### src/rtl/ilv_pkg.sv
package ilv_pkg;

  typedef enum logic [2:0] {
    ST_IDLE,
    ST_SEQ,
    ST_PRIME,
    ST_RUN,
    ST_DRAIN
  } ilvState_t;

  typedef struct packed {
    logic cfgLoad;
    logic seqWrite;
    logic primeScan;
    logic runInit;
    logic stepCand;
    logic loadOut;
    logic dropOut;
    logic lastFlag;
  } ilvStrobe_t;

  function automatic bit isPrimeNum(int x);
    if (x < 2) return 1'b0;
    for (int d = 2; d * d <= x; d++) begin
      if (x % d == 0) return 1'b0;
    end
    return 1'b1;
  endfunction

  // n-th (0-based) prime strictly greater than 6
  function automatic int rowPrimeAt(int n);
    int found;
    int cand;
    found = -1;
    cand  = 6;
    while (found < n) begin
      cand++;
      if (isPrimeNum(cand)) found++;
    end
    return cand;
  endfunction

endpackage

### src/rtl/ilv_ctrl.sv
module ilv_ctrl
  import ilv_pkg::*;
#(
  parameter int MAX_ROWS    = 20,
  parameter int MAX_PRIME   = 257,
  parameter int MAX_LEN     = 5114,
  parameter int NUM_QPRIMES = 24
) (
  input  logic                      clk,
  input  logic                      rstN,
  input  logic                      start,
  input  logic                      outReady,
  input  logic                      outValid,
  input  logic                      primeHit,
  input  logic                      candPad,
  input  logic [$clog2(MAX_LEN+1)-1:0]   cfgLen,
  input  logic [$clog2(MAX_ROWS+1)-1:0]  cfgRows,
  input  logic [$clog2(MAX_PRIME+2)-1:0] cfgCols,
  input  logic [$clog2(MAX_PRIME+1)-1:0] cfgPrime,
  output ilvStrobe_t                strb,
  output logic                      busy,
  output logic [$clog2(MAX_PRIME-1)-1:0] seqIdx,
  output logic [$clog2(NUM_QPRIMES)-1:0] primeIdx,
  output logic [$clog2(MAX_ROWS)-1:0]    qRow,
  output logic [$clog2(MAX_ROWS)-1:0]    rowIdx,
  output logic [$clog2(MAX_PRIME+2)-1:0] colIdx
);

  localparam int LEN_W   = $clog2(MAX_LEN + 1);
  localparam int ROW_W   = $clog2(MAX_ROWS + 1);
  localparam int COL_W   = $clog2(MAX_PRIME + 2);
  localparam int PRIME_W = $clog2(MAX_PRIME + 1);

  ilvState_t state, nextState;
  logic [LEN_W-1:0] emitCnt;
  logic seqDone, qRowLast, rowLast, lastHit, canStep;

  assign seqDone  = (PRIME_W'(seqIdx) == cfgPrime - PRIME_W'(2));
  assign qRowLast = (ROW_W'(qRow) == cfgRows - ROW_W'(1));
  assign rowLast  = (ROW_W'(rowIdx) == cfgRows - ROW_W'(1));
  assign lastHit  = (emitCnt == cfgLen - LEN_W'(1));
  assign canStep  = candPad || !outValid || outReady;
  assign busy     = (state != ST_IDLE);

  always_comb begin
    strb      = '0;
    nextState = state;
    case (state)
      ST_IDLE: begin
        if (start) begin
          strb.cfgLoad = 1'b1;
          nextState    = ST_SEQ;
        end
      end
      ST_SEQ: begin
        strb.seqWrite = 1'b1;
        if (seqDone) nextState = ST_PRIME;
      end
      ST_PRIME: begin
        strb.primeScan = 1'b1;
        if (primeHit && qRowLast) begin
          strb.runInit = 1'b1;
          nextState    = ST_RUN;
        end
      end
      ST_RUN: begin
        strb.stepCand = canStep;
        strb.loadOut  = canStep && !candPad;
        strb.lastFlag = lastHit;
        if (strb.loadOut && lastHit) nextState = ST_DRAIN;
      end
      ST_DRAIN: begin
        if (outValid && outReady) nextState = ST_IDLE;
      end
      default: nextState = ST_IDLE;
    endcase
    strb.dropOut = outValid && outReady && !strb.loadOut;
  end

  always_ff @(posedge clk) begin
    if (!rstN) begin
      state    <= ST_IDLE;
      seqIdx   <= '0;
      primeIdx <= '0;
      qRow     <= '0;
      rowIdx   <= '0;
      colIdx   <= '0;
      emitCnt  <= '0;
    end else begin
      state <= nextState;
      case (state)
        ST_IDLE: seqIdx <= $bits(seqIdx)'(1);
        ST_SEQ: begin
          seqIdx   <= seqIdx + 1'b1;
          primeIdx <= '0;
          qRow     <= $bits(qRow)'(1);
        end
        ST_PRIME: begin
          primeIdx <= primeIdx + 1'b1;
          if (primeHit) qRow <= qRow + 1'b1;
          rowIdx  <= '0;
          colIdx  <= '0;
          emitCnt <= '0;
        end
        ST_RUN: begin
          if (strb.stepCand) begin
            if (rowLast) begin
              rowIdx <= '0;
              colIdx <= colIdx + 1'b1;
            end else begin
              rowIdx <= rowIdx + 1'b1;
            end
          end
          if (strb.loadOut) emitCnt <= emitCnt + 1'b1;
        end
        default: ;
      endcase
    end
  end


  seq_idx_range_chk: assert property (@(posedge clk) disable iff (!rstN)
    strb.seqWrite |-> (PRIME_W'(seqIdx) < cfgPrime - PRIME_W'(1)));


  prime_table_chk: assert property (@(posedge clk) disable iff (!rstN)
    (state == ST_PRIME) |-> (int'(primeIdx) < NUM_QPRIMES));


  col_range_chk: assert property (@(posedge clk) disable iff (!rstN)
    (state == ST_RUN) |-> (colIdx < cfgCols && ROW_W'(rowIdx) < cfgRows));


  emit_bound_chk: assert property (@(posedge clk) disable iff (!rstN)
    (state == ST_RUN) |-> (emitCnt < cfgLen));


  drain_valid_chk: assert property (@(posedge clk) disable iff (!rstN)
    (state == ST_DRAIN) |-> outValid);


  busy_start_chk: assert property (@(posedge clk) disable iff (!rstN)
    (busy && start) |=> (state != ST_SEQ || $past(state) == ST_SEQ));

  logic unusedColW;
  assign unusedColW = ^COL_W;

endmodule

### src/rtl/ilv_datapath.sv
module ilv_datapath
  import ilv_pkg::*;
#(
  parameter int MAX_ROWS    = 20,
  parameter int MAX_PRIME   = 257,
  parameter int MAX_LEN     = 5114,
  parameter int ROOT_W      = 5,
  parameter int NUM_QPRIMES = 24
) (
  input  logic                      clk,
  input  logic                      rstN,
  input  ilvStrobe_t                strb,
  input  logic                      busy,
  input  logic                      outReady,
  input  logic [$clog2(MAX_LEN+1)-1:0]   inLen,
  input  logic [$clog2(MAX_ROWS+1)-1:0]  inRows,
  input  logic [$clog2(MAX_PRIME+2)-1:0] inCols,
  input  logic [$clog2(MAX_PRIME+1)-1:0] inPrime,
  input  logic [ROOT_W-1:0]              inRoot,
  input  logic [MAX_ROWS*$clog2(MAX_ROWS)-1:0] inOrder,
  input  logic [$clog2(MAX_PRIME-1)-1:0] seqIdx,
  input  logic [$clog2(NUM_QPRIMES)-1:0] primeIdx,
  input  logic [$clog2(MAX_ROWS)-1:0]    qRow,
  input  logic [$clog2(MAX_ROWS)-1:0]    rowIdx,
  input  logic [$clog2(MAX_PRIME+2)-1:0] colIdx,
  output logic [$clog2(MAX_LEN+1)-1:0]   cfgLen,
  output logic [$clog2(MAX_ROWS+1)-1:0]  cfgRows,
  output logic [$clog2(MAX_PRIME+2)-1:0] cfgCols,
  output logic [$clog2(MAX_PRIME+1)-1:0] cfgPrime,
  output logic                      primeHit,
  output logic                      candPad,
  output logic                      outValid,
  output logic                      outLast,
  output logic [$clog2(MAX_ROWS*(MAX_PRIME+1))-1:0] outAddr
);

  localparam int LEN_W   = $clog2(MAX_LEN + 1);
  localparam int COL_W   = $clog2(MAX_PRIME + 2);
  localparam int PRIME_W = $clog2(MAX_PRIME + 1);
  localparam int RIDX_W  = $clog2(MAX_ROWS);
  localparam int SIDX_W  = $clog2(MAX_PRIME - 1);
  localparam int S_DEPTH = MAX_PRIME - 1;
  localparam int ADDR_W  = $clog2(MAX_ROWS * (MAX_PRIME + 1));
  localparam int PROD_W  = PRIME_W + ROOT_W;

  // configuration captured at start
  logic [ROOT_W-1:0] cfgRoot;
  logic [RIDX_W-1:0] orderR [MAX_ROWS];

  // base sequence store and scan state
  logic [PRIME_W-1:0] seqMem [S_DEPTH];
  logic [PRIME_W-1:0] seqPrev;
  logic [SIDX_W-1:0]  qModR  [MAX_ROWS];
  logic [SIDX_W-1:0]  accR   [MAX_ROWS];

  // fixed table of candidate row primes
  logic [PRIME_W-1:0] primeTab [NUM_QPRIMES];
  for (genvar gp = 0; gp < NUM_QPRIMES; gp++) begin : g_ptab
    localparam int QP = rowPrimeAt(gp);
    assign primeTab[gp] = PRIME_W'(QP);
  end

  logic [PRIME_W-1:0] pm1;
  logic [PROD_W-1:0]  seqProd;
  logic [PRIME_W-1:0] seqNext;
  logic [PRIME_W-1:0] scanPrime;
  logic [SIDX_W-1:0]  scanMod;

  assign pm1       = cfgPrime - PRIME_W'(1);
  assign seqProd   = PROD_W'(cfgRoot) * PROD_W'(seqPrev);
  assign seqNext   = PRIME_W'(seqProd % PROD_W'(cfgPrime));
  assign scanPrime = (int'(primeIdx) < NUM_QPRIMES) ? primeTab[primeIdx] : PRIME_W'(1);
  assign primeHit  = ((pm1 % scanPrime) != '0);
  assign scanMod   = SIDX_W'(scanPrime % pm1);

  // candidate address for (colIdx, rowIdx)
  logic [SIDX_W-1:0]  accCur;
  logic [PRIME_W-1:0] seqVal;
  logic [PRIME_W-1:0] colVal;
  logic [ADDR_W-1:0]  candAddr;
  logic [SIDX_W:0]    accSum;
  logic [SIDX_W-1:0]  accNext;

  assign accCur = accR[rowIdx];
  assign seqVal = seqMem[accCur];

  always_comb begin
    if (PRIME_W'(colIdx) < pm1) begin
      colVal = (cfgCols == COL_W'(pm1)) ? seqVal - PRIME_W'(1) : seqVal;
    end else if (PRIME_W'(colIdx) == pm1) begin
      colVal = '0;
    end else begin
      colVal = cfgPrime;
    end
  end

  assign candAddr = ADDR_W'(orderR[rowIdx]) * ADDR_W'(cfgCols) + ADDR_W'(colVal);
  assign candPad  = (candAddr >= ADDR_W'(cfgLen));

  assign accSum = {1'b0, accCur} + {1'b0, qModR[rowIdx]};
  always_comb begin
    if (PRIME_W'(accSum) >= pm1) accNext = SIDX_W'(PRIME_W'(accSum) - pm1);
    else                         accNext = accSum[SIDX_W-1:0];
  end

  always_ff @(posedge clk) begin
    if (!rstN) begin
      cfgLen   <= '0;
      cfgRows  <= '0;
      cfgCols  <= '0;
      cfgPrime <= '0;
      cfgRoot  <= '0;
      seqPrev  <= '0;
    end else if (strb.cfgLoad) begin
      cfgLen   <= inLen;
      cfgRows  <= inRows;
      cfgCols  <= inCols;
      cfgPrime <= inPrime;
      cfgRoot  <= inRoot;
      seqPrev  <= PRIME_W'(1);
    end else if (strb.seqWrite) begin
      seqPrev  <= seqNext;
    end
  end

  always_ff @(posedge clk) begin
    if (strb.cfgLoad) begin
      for (int i = 0; i < MAX_ROWS; i++) orderR[i] <= inOrder[i*RIDX_W +: RIDX_W];
    end
  end

  always_ff @(posedge clk) begin
    if (strb.cfgLoad)       seqMem[0]      <= PRIME_W'(1);
    else if (strb.seqWrite) seqMem[seqIdx] <= seqNext;
  end

  always_ff @(posedge clk) begin
    if (strb.cfgLoad)                   qModR[0]    <= SIDX_W'(1);
    else if (strb.primeScan && primeHit) qModR[qRow] <= scanMod;
  end

  always_ff @(posedge clk) begin
    if (strb.runInit) begin
      for (int i = 0; i < MAX_ROWS; i++) accR[i] <= '0;
    end else if (strb.stepCand) begin
      accR[rowIdx] <= accNext;
    end
  end

  always_ff @(posedge clk) begin
    if (!rstN) begin
      outValid <= 1'b0;
      outLast  <= 1'b0;
      outAddr  <= '0;
    end else if (strb.loadOut) begin
      outValid <= 1'b1;
      outLast  <= strb.lastFlag;
      outAddr  <= candAddr;
    end else if (strb.dropOut) begin
      outValid <= 1'b0;
      outLast  <= 1'b0;
    end
  end


  hold_addr_chk: assert property (@(posedge clk) disable iff (!rstN)
    (outValid && !outReady) |=> (outValid && $stable(outAddr) && $stable(outLast)));


  addr_range_chk: assert property (@(posedge clk) disable iff (!rstN)
    outValid |-> (outAddr < ADDR_W'(cfgLen)));


  cfg_stable_chk: assert property (@(posedge clk) disable iff (!rstN)
    busy |=> ($stable(cfgLen) && $stable(cfgPrime) && $stable(cfgCols) && $stable(cfgRows)));


  seq_nonzero_chk: assert property (@(posedge clk) disable iff (!rstN)
    strb.seqWrite |-> (seqNext != '0));

  logic unusedLenW;
  assign unusedLenW = ^LEN_W;

endmodule

### src/rtl/prime_ilv_addr_gen.sv
module prime_ilv_addr_gen
  import ilv_pkg::*;
#(
  parameter int MAX_ROWS    = 20,
  parameter int MAX_PRIME   = 257,
  parameter int MAX_LEN     = 5114,
  parameter int ROOT_W      = 5,
  parameter int NUM_QPRIMES = 24,
  localparam int LEN_W   = $clog2(MAX_LEN + 1),
  localparam int ROW_W   = $clog2(MAX_ROWS + 1),
  localparam int COL_W   = $clog2(MAX_PRIME + 2),
  localparam int PRIME_W = $clog2(MAX_PRIME + 1),
  localparam int RIDX_W  = $clog2(MAX_ROWS),
  localparam int ADDR_W  = $clog2(MAX_ROWS * (MAX_PRIME + 1))
) (
  input  logic                       clk,
  input  logic                       rstN,
  input  logic                       start,
  input  logic [LEN_W-1:0]           blkLen,
  input  logic [ROW_W-1:0]           numRows,
  input  logic [COL_W-1:0]           numCols,
  input  logic [PRIME_W-1:0]         prime,
  input  logic [ROOT_W-1:0]          primRoot,
  input  logic [MAX_ROWS*RIDX_W-1:0] rowOrder,
  input  logic                       addrReady,
  output logic                       addrValid,
  output logic [ADDR_W-1:0]          addr,
  output logic                       done
);

  localparam int SIDX_W = $clog2(MAX_PRIME - 1);
  localparam int PIDX_W = $clog2(NUM_QPRIMES);

  ilvStrobe_t          strb;
  logic                busy;
  logic [SIDX_W-1:0]   seqIdx;
  logic [PIDX_W-1:0]   primeIdx;
  logic [RIDX_W-1:0]   qRow, rowIdx;
  logic [COL_W-1:0]    colIdx;
  logic [LEN_W-1:0]    cfgLen;
  logic [ROW_W-1:0]    cfgRows;
  logic [COL_W-1:0]    cfgCols;
  logic [PRIME_W-1:0]  cfgPrime;
  logic                primeHit, candPad, outLast;

  ilv_ctrl #(
    .MAX_ROWS(MAX_ROWS), .MAX_PRIME(MAX_PRIME),
    .MAX_LEN(MAX_LEN), .NUM_QPRIMES(NUM_QPRIMES)
  ) u_ctrl (
    .clk(clk), .rstN(rstN), .start(start), .outReady(addrReady),
    .outValid(addrValid), .primeHit(primeHit), .candPad(candPad),
    .cfgLen(cfgLen), .cfgRows(cfgRows), .cfgCols(cfgCols), .cfgPrime(cfgPrime),
    .strb(strb), .busy(busy), .seqIdx(seqIdx), .primeIdx(primeIdx),
    .qRow(qRow), .rowIdx(rowIdx), .colIdx(colIdx)
  );

  ilv_datapath #(
    .MAX_ROWS(MAX_ROWS), .MAX_PRIME(MAX_PRIME), .MAX_LEN(MAX_LEN),
    .ROOT_W(ROOT_W), .NUM_QPRIMES(NUM_QPRIMES)
  ) u_dp (
    .clk(clk), .rstN(rstN), .strb(strb), .busy(busy), .outReady(addrReady),
    .inLen(blkLen), .inRows(numRows), .inCols(numCols), .inPrime(prime),
    .inRoot(primRoot), .inOrder(rowOrder),
    .seqIdx(seqIdx), .primeIdx(primeIdx), .qRow(qRow), .rowIdx(rowIdx), .colIdx(colIdx),
    .cfgLen(cfgLen), .cfgRows(cfgRows), .cfgCols(cfgCols), .cfgPrime(cfgPrime),
    .primeHit(primeHit), .candPad(candPad),
    .outValid(addrValid), .outLast(outLast), .outAddr(addr)
  );

  assign done = addrValid && outLast;


  reset_idle_chk: assert property (@(posedge clk)
    !rstN |=> (!addrValid && !done));

endmodule

### config.mk
export PLATFORM = sky130hd
export DESIGN_NAME = prime_ilv_addr_gen
export DESIGN_NICKNAME = d
export VERILOG_FILES = /design/src/rtl/ilv_pkg.sv /design/src/rtl/ilv_ctrl.sv /design/src/rtl/ilv_datapath.sv /design/src/rtl/prime_ilv_addr_gen.sv
export SDC_FILE = /design/constraint.sdc
export NUM_CORES = 2
export LEC_CHECK = 0
export BUFFER_PORTS_ARGS = -buffer_cell sky130_fd_sc_hd__buf_2
export CELL_PAD_IN_SITES_DETAIL_PLACEMENT = 1
export CELL_PAD_IN_SITES_GLOBAL_PLACEMENT = 2
export CORE_ASPECT_RATIO = 0.9
export CORE_MARGIN = 2
export CORE_UTILIZATION = 32
export CTS_CLUSTER_SIZE = 14
export DETAILED_ROUTE_END_ITERATION = 12
export PLACE_DENSITY_LB_ADDON = 0.05
export SYNTH_ARGS = -nofsm -noshare
export SYNTH_HDL_FRONTEND = slang
export SYNTH_SLANG_ARGS = --single-unit
### constraint.sdc
create_clock -name clk -period 109.2 [get_ports clk]
set_clock_uncertainty 0.05 [all_clocks]
set_input_delay 5.46 -clock clk [delete_from_list [all_inputs] [get_ports clk]]
set_output_delay 5.46 -clock clk [all_outputs]
set_load 0.05 [all_outputs]
==> flow_summary.json <==
{
  "outcome": "completed",
  "cts-buffers-inserted": 341,
  "min_path_type": "flip-flop to flip-flop",
  "setup.worst_path.end_class": "flip-flop",
  "grt_use_total": 0.210,
  "synth_top_cell_by_area": "edfxtp_1",
  "coreArea_mm2": 0.410,
  "antenna_found_initial": 45,
  "cts.sinks": 2938,
  "fmax_ghz": 0.0282,
  "netlist_top_cells_area": "edfxtp_1 64%, nand2_1 5.4%, mux4_2 3.3%, ha_1 2.7%, a211oi_1 2.2%",
  "async_flop_share": 0,
  "syn-instance-count": 10100,
  "fillers": 42500,
  "drt-pass1-iter-count": 5,
  "hold_viol": 0,
  "cts_resized": 0,
  "setup_viol": 0,
  "drv_cap": 0,
  "cts_setup_buffers": 0,
  "rows": 223,
  "finalCriticalPeriod_ns": 35.50,
  "crit_required_ns": 109.77,
  "die_w_um": 680,
  "ys_types": 96,
  "htreeDepth": 5,
  "critPathMaxFanout": 68,
  "postSynthAreaPerCell_um2": 13.1,
  "clock-root-buffer": "clkbuf_16",
  "hold_buffers": 0,
  "io_buffers": 159,
  "routed_wl_um": 447000,
  "syn2layout_area_growth_pct": 13.9,
  "ant_nets": 0,
  "place_ws_ns": 73.76,
  "max_stage_delay_ns": 0.74,
  "post-route-util": 0.366,
  "critical-path-slowest-cell": "buf_4",
  "maxSlewHeadroom": 0.108,
  "clk_latency_ns": 0.94,
  "pin_count": 160,
  "drive_gt1_frac": 0.116,
  "ys_warn_count": 0,
  "cp_common_cell": "o21a_1",
  "drc_errors": 0,
  "arrival_ns": 36.07,
  "synth-main-ff-cell": "edfxtp_1",
  "clkTransAtPathRegs_ns": 0.06,
  "place_hpwl_um": 278000,
  "drv_slew": 0,
  "grt_pass1_vias": 86700,
  "max_slew.worst_pin.slew_ns": 1.34,
  "fin_nets": 10700,
  "fin_ws_ns": 73.70,
  "tns_ns": 0,
  "fin_crit_sh": 0.325,
  "grt_pass1_wl_um": 644000,
  "ys_ff_latch": 2938,
  "wl_per_cell_um": 28.1,
  "via_per_inst": 5.29,
  "grt_overflow": 0,
  "die_h_um": 612,
  "fin_area_mm2": 0.150,
  "path_class": "flip-flop to flip-flop",
  "rsz0062_at_grt": "no",
  "initialDrtViolationCount": 6291,
  "seq_area_frac_synth": 0.662,
  "synth_edf_count": 2820,
  "die_area_mm2": 0.416,
  "grt_max_degree": 168,
  "synth_top_area_frac": 0.644,
  "placedInstanceArea_mm2": 0.139,
  "vias": 84200,
  "gp_congestion": 0.781,
  "cts_buffer_depth": 4,
  "cts_tree": "yes",
  "cp-start-kind": "flip-flop",
  "syn_area_mm2": 0.132,
  "start_util": 0.321
}
[synthesized netlist by cell type, types with 190 or more instances]
cell type,n
nand2_1,1892
nor2_1,636
and2_1,370
ha_1,279
a211oi_1,377
a31oi_1,275
nand3_1,240
clkbuf_1,402
mux2i_1,208
edfxtp_1,2820
o21ai_0,307
mux4_2,190
[placed cells by master, fill, tap and decap left out, types with 122 or more instances in the layout]
cell / instances
mux4_2: 190
a21oi_1: 151
mux2i_1: 203
o21ai_0: 300
inv_1: 180
clkbuf_16: 354
ha_1: 279
edfxtp_1: 2820
and2_1: 370
buf_2: 158
nor2_1: 618
xnor2_1: 122
nand3_1: 236
a211oi_1: 376
nand2_1: 1879
buf_4: 247
a31oi_1: 275
[metal layers]
layer / up-vias / global-route usage / share of wire
li1: 38000 / - / -
met1: 44000 / 0.311 / 0.48
met2: 1567 / 0.332 / 0.45
met3: 505 / 0.0266 / 0.041
met4: 40 / 0.0419 / 0.019
met5: - / 0 / 0.00057
[cell type report]
cell class	instances	area, µm²	area share
flip-flops and latches	2938	87100	0.581
multi-input cells	6344	41700	0.278
clock buffers	444	9200	0.0614
well taps	5400	6760	0.0451
repair buffers	421	2970	0.0198
clock inverters	174	1390	0.00926
inverters	184	706	0.00471
diodes	12	30.0	0.000200
[worst paths after layout]
check / slack [ns] / cells past startpoint / startpoint / end
min reg2reg: 0.44 / 2 / u_dp.cfgRows[4]$_SDFFE_PN0P_ / u_dp.cfgRows[4]$_SDFFE_PN0P_
max: 73.70 / 134 / u_dp.cfgRoot[2]$_SDFFE_PN0P_ / u_dp.seqMem[201][1]$_DFFE_PP_
min: 0.44 / 2 / u_dp.cfgRows[4]$_SDFFE_PN0P_ / u_dp.cfgRows[4]$_SDFFE_PN0P_
max reg2reg: 73.70 / 134 / u_dp.cfgRoot[2]$_SDFFE_PN0P_ / u_dp.seqMem[201][1]$_DFFE_PP_
[registers in the layout, indices dropped and copies added (netlist names), 8 cells and up, named ones only]
name	count
u_dp.seqMem	2304
u_dp.accR	256
u_dp.qModR	160
u_dp.orderR	100
u_ctrl.emitCnt	13
u_dp.cfgLen	13
u_dp.outAddr	13
u_ctrl.colIdx	9
u_dp.cfgCols	9
u_dp.cfgPrime	9
u_dp.seqPrev	9
u_ctrl.seqIdx	8
[worst max-delay path: cells and delay by family, from the launching register on]
family | cells | cell delay (ns)
adder cells (fa/ha/maj) | 18 | 6.38
AO/OA/AOI/OAI | 70 | 17.04
multiplexers | 4 | 1.15
flip-flops | 1 | 0.52
buffers and inverters | 12 | 3.75
AND/OR/NAND/NOR | 30 | 6.01
[cell families (layout without fill, tap and decap cells)]
logic type	after synthesis	after routing	synth area share
AO/OA/AOI/OAI	1794	1794	0.0936
XOR/XNOR	191	191	0.0127
adder cells (fa/ha/maj)	334	334	0.0349
buffers and inverters	794	1223	0.0239
flip-flops	2938	2938	0.662
multiplexers	475	475	0.0550
other	1	14	0.0000285
AND/OR/NAND/NOR	3548	3548	0.118
[per-stage QoR]
stage          hold slack, ns  std cells
2_1_floorplan           0.393      10100
3_3_place_gp            0.417      15300
3_5_place_dp            0.439      15300
4_1_cts                 0.446      15900
5_1_grt                 0.474      15900
6_report                0.437      15900
Power is left out: the tool's default activity adds up to more than one toggle a clock period on the data nets, which glitch-free logic cannot reach.
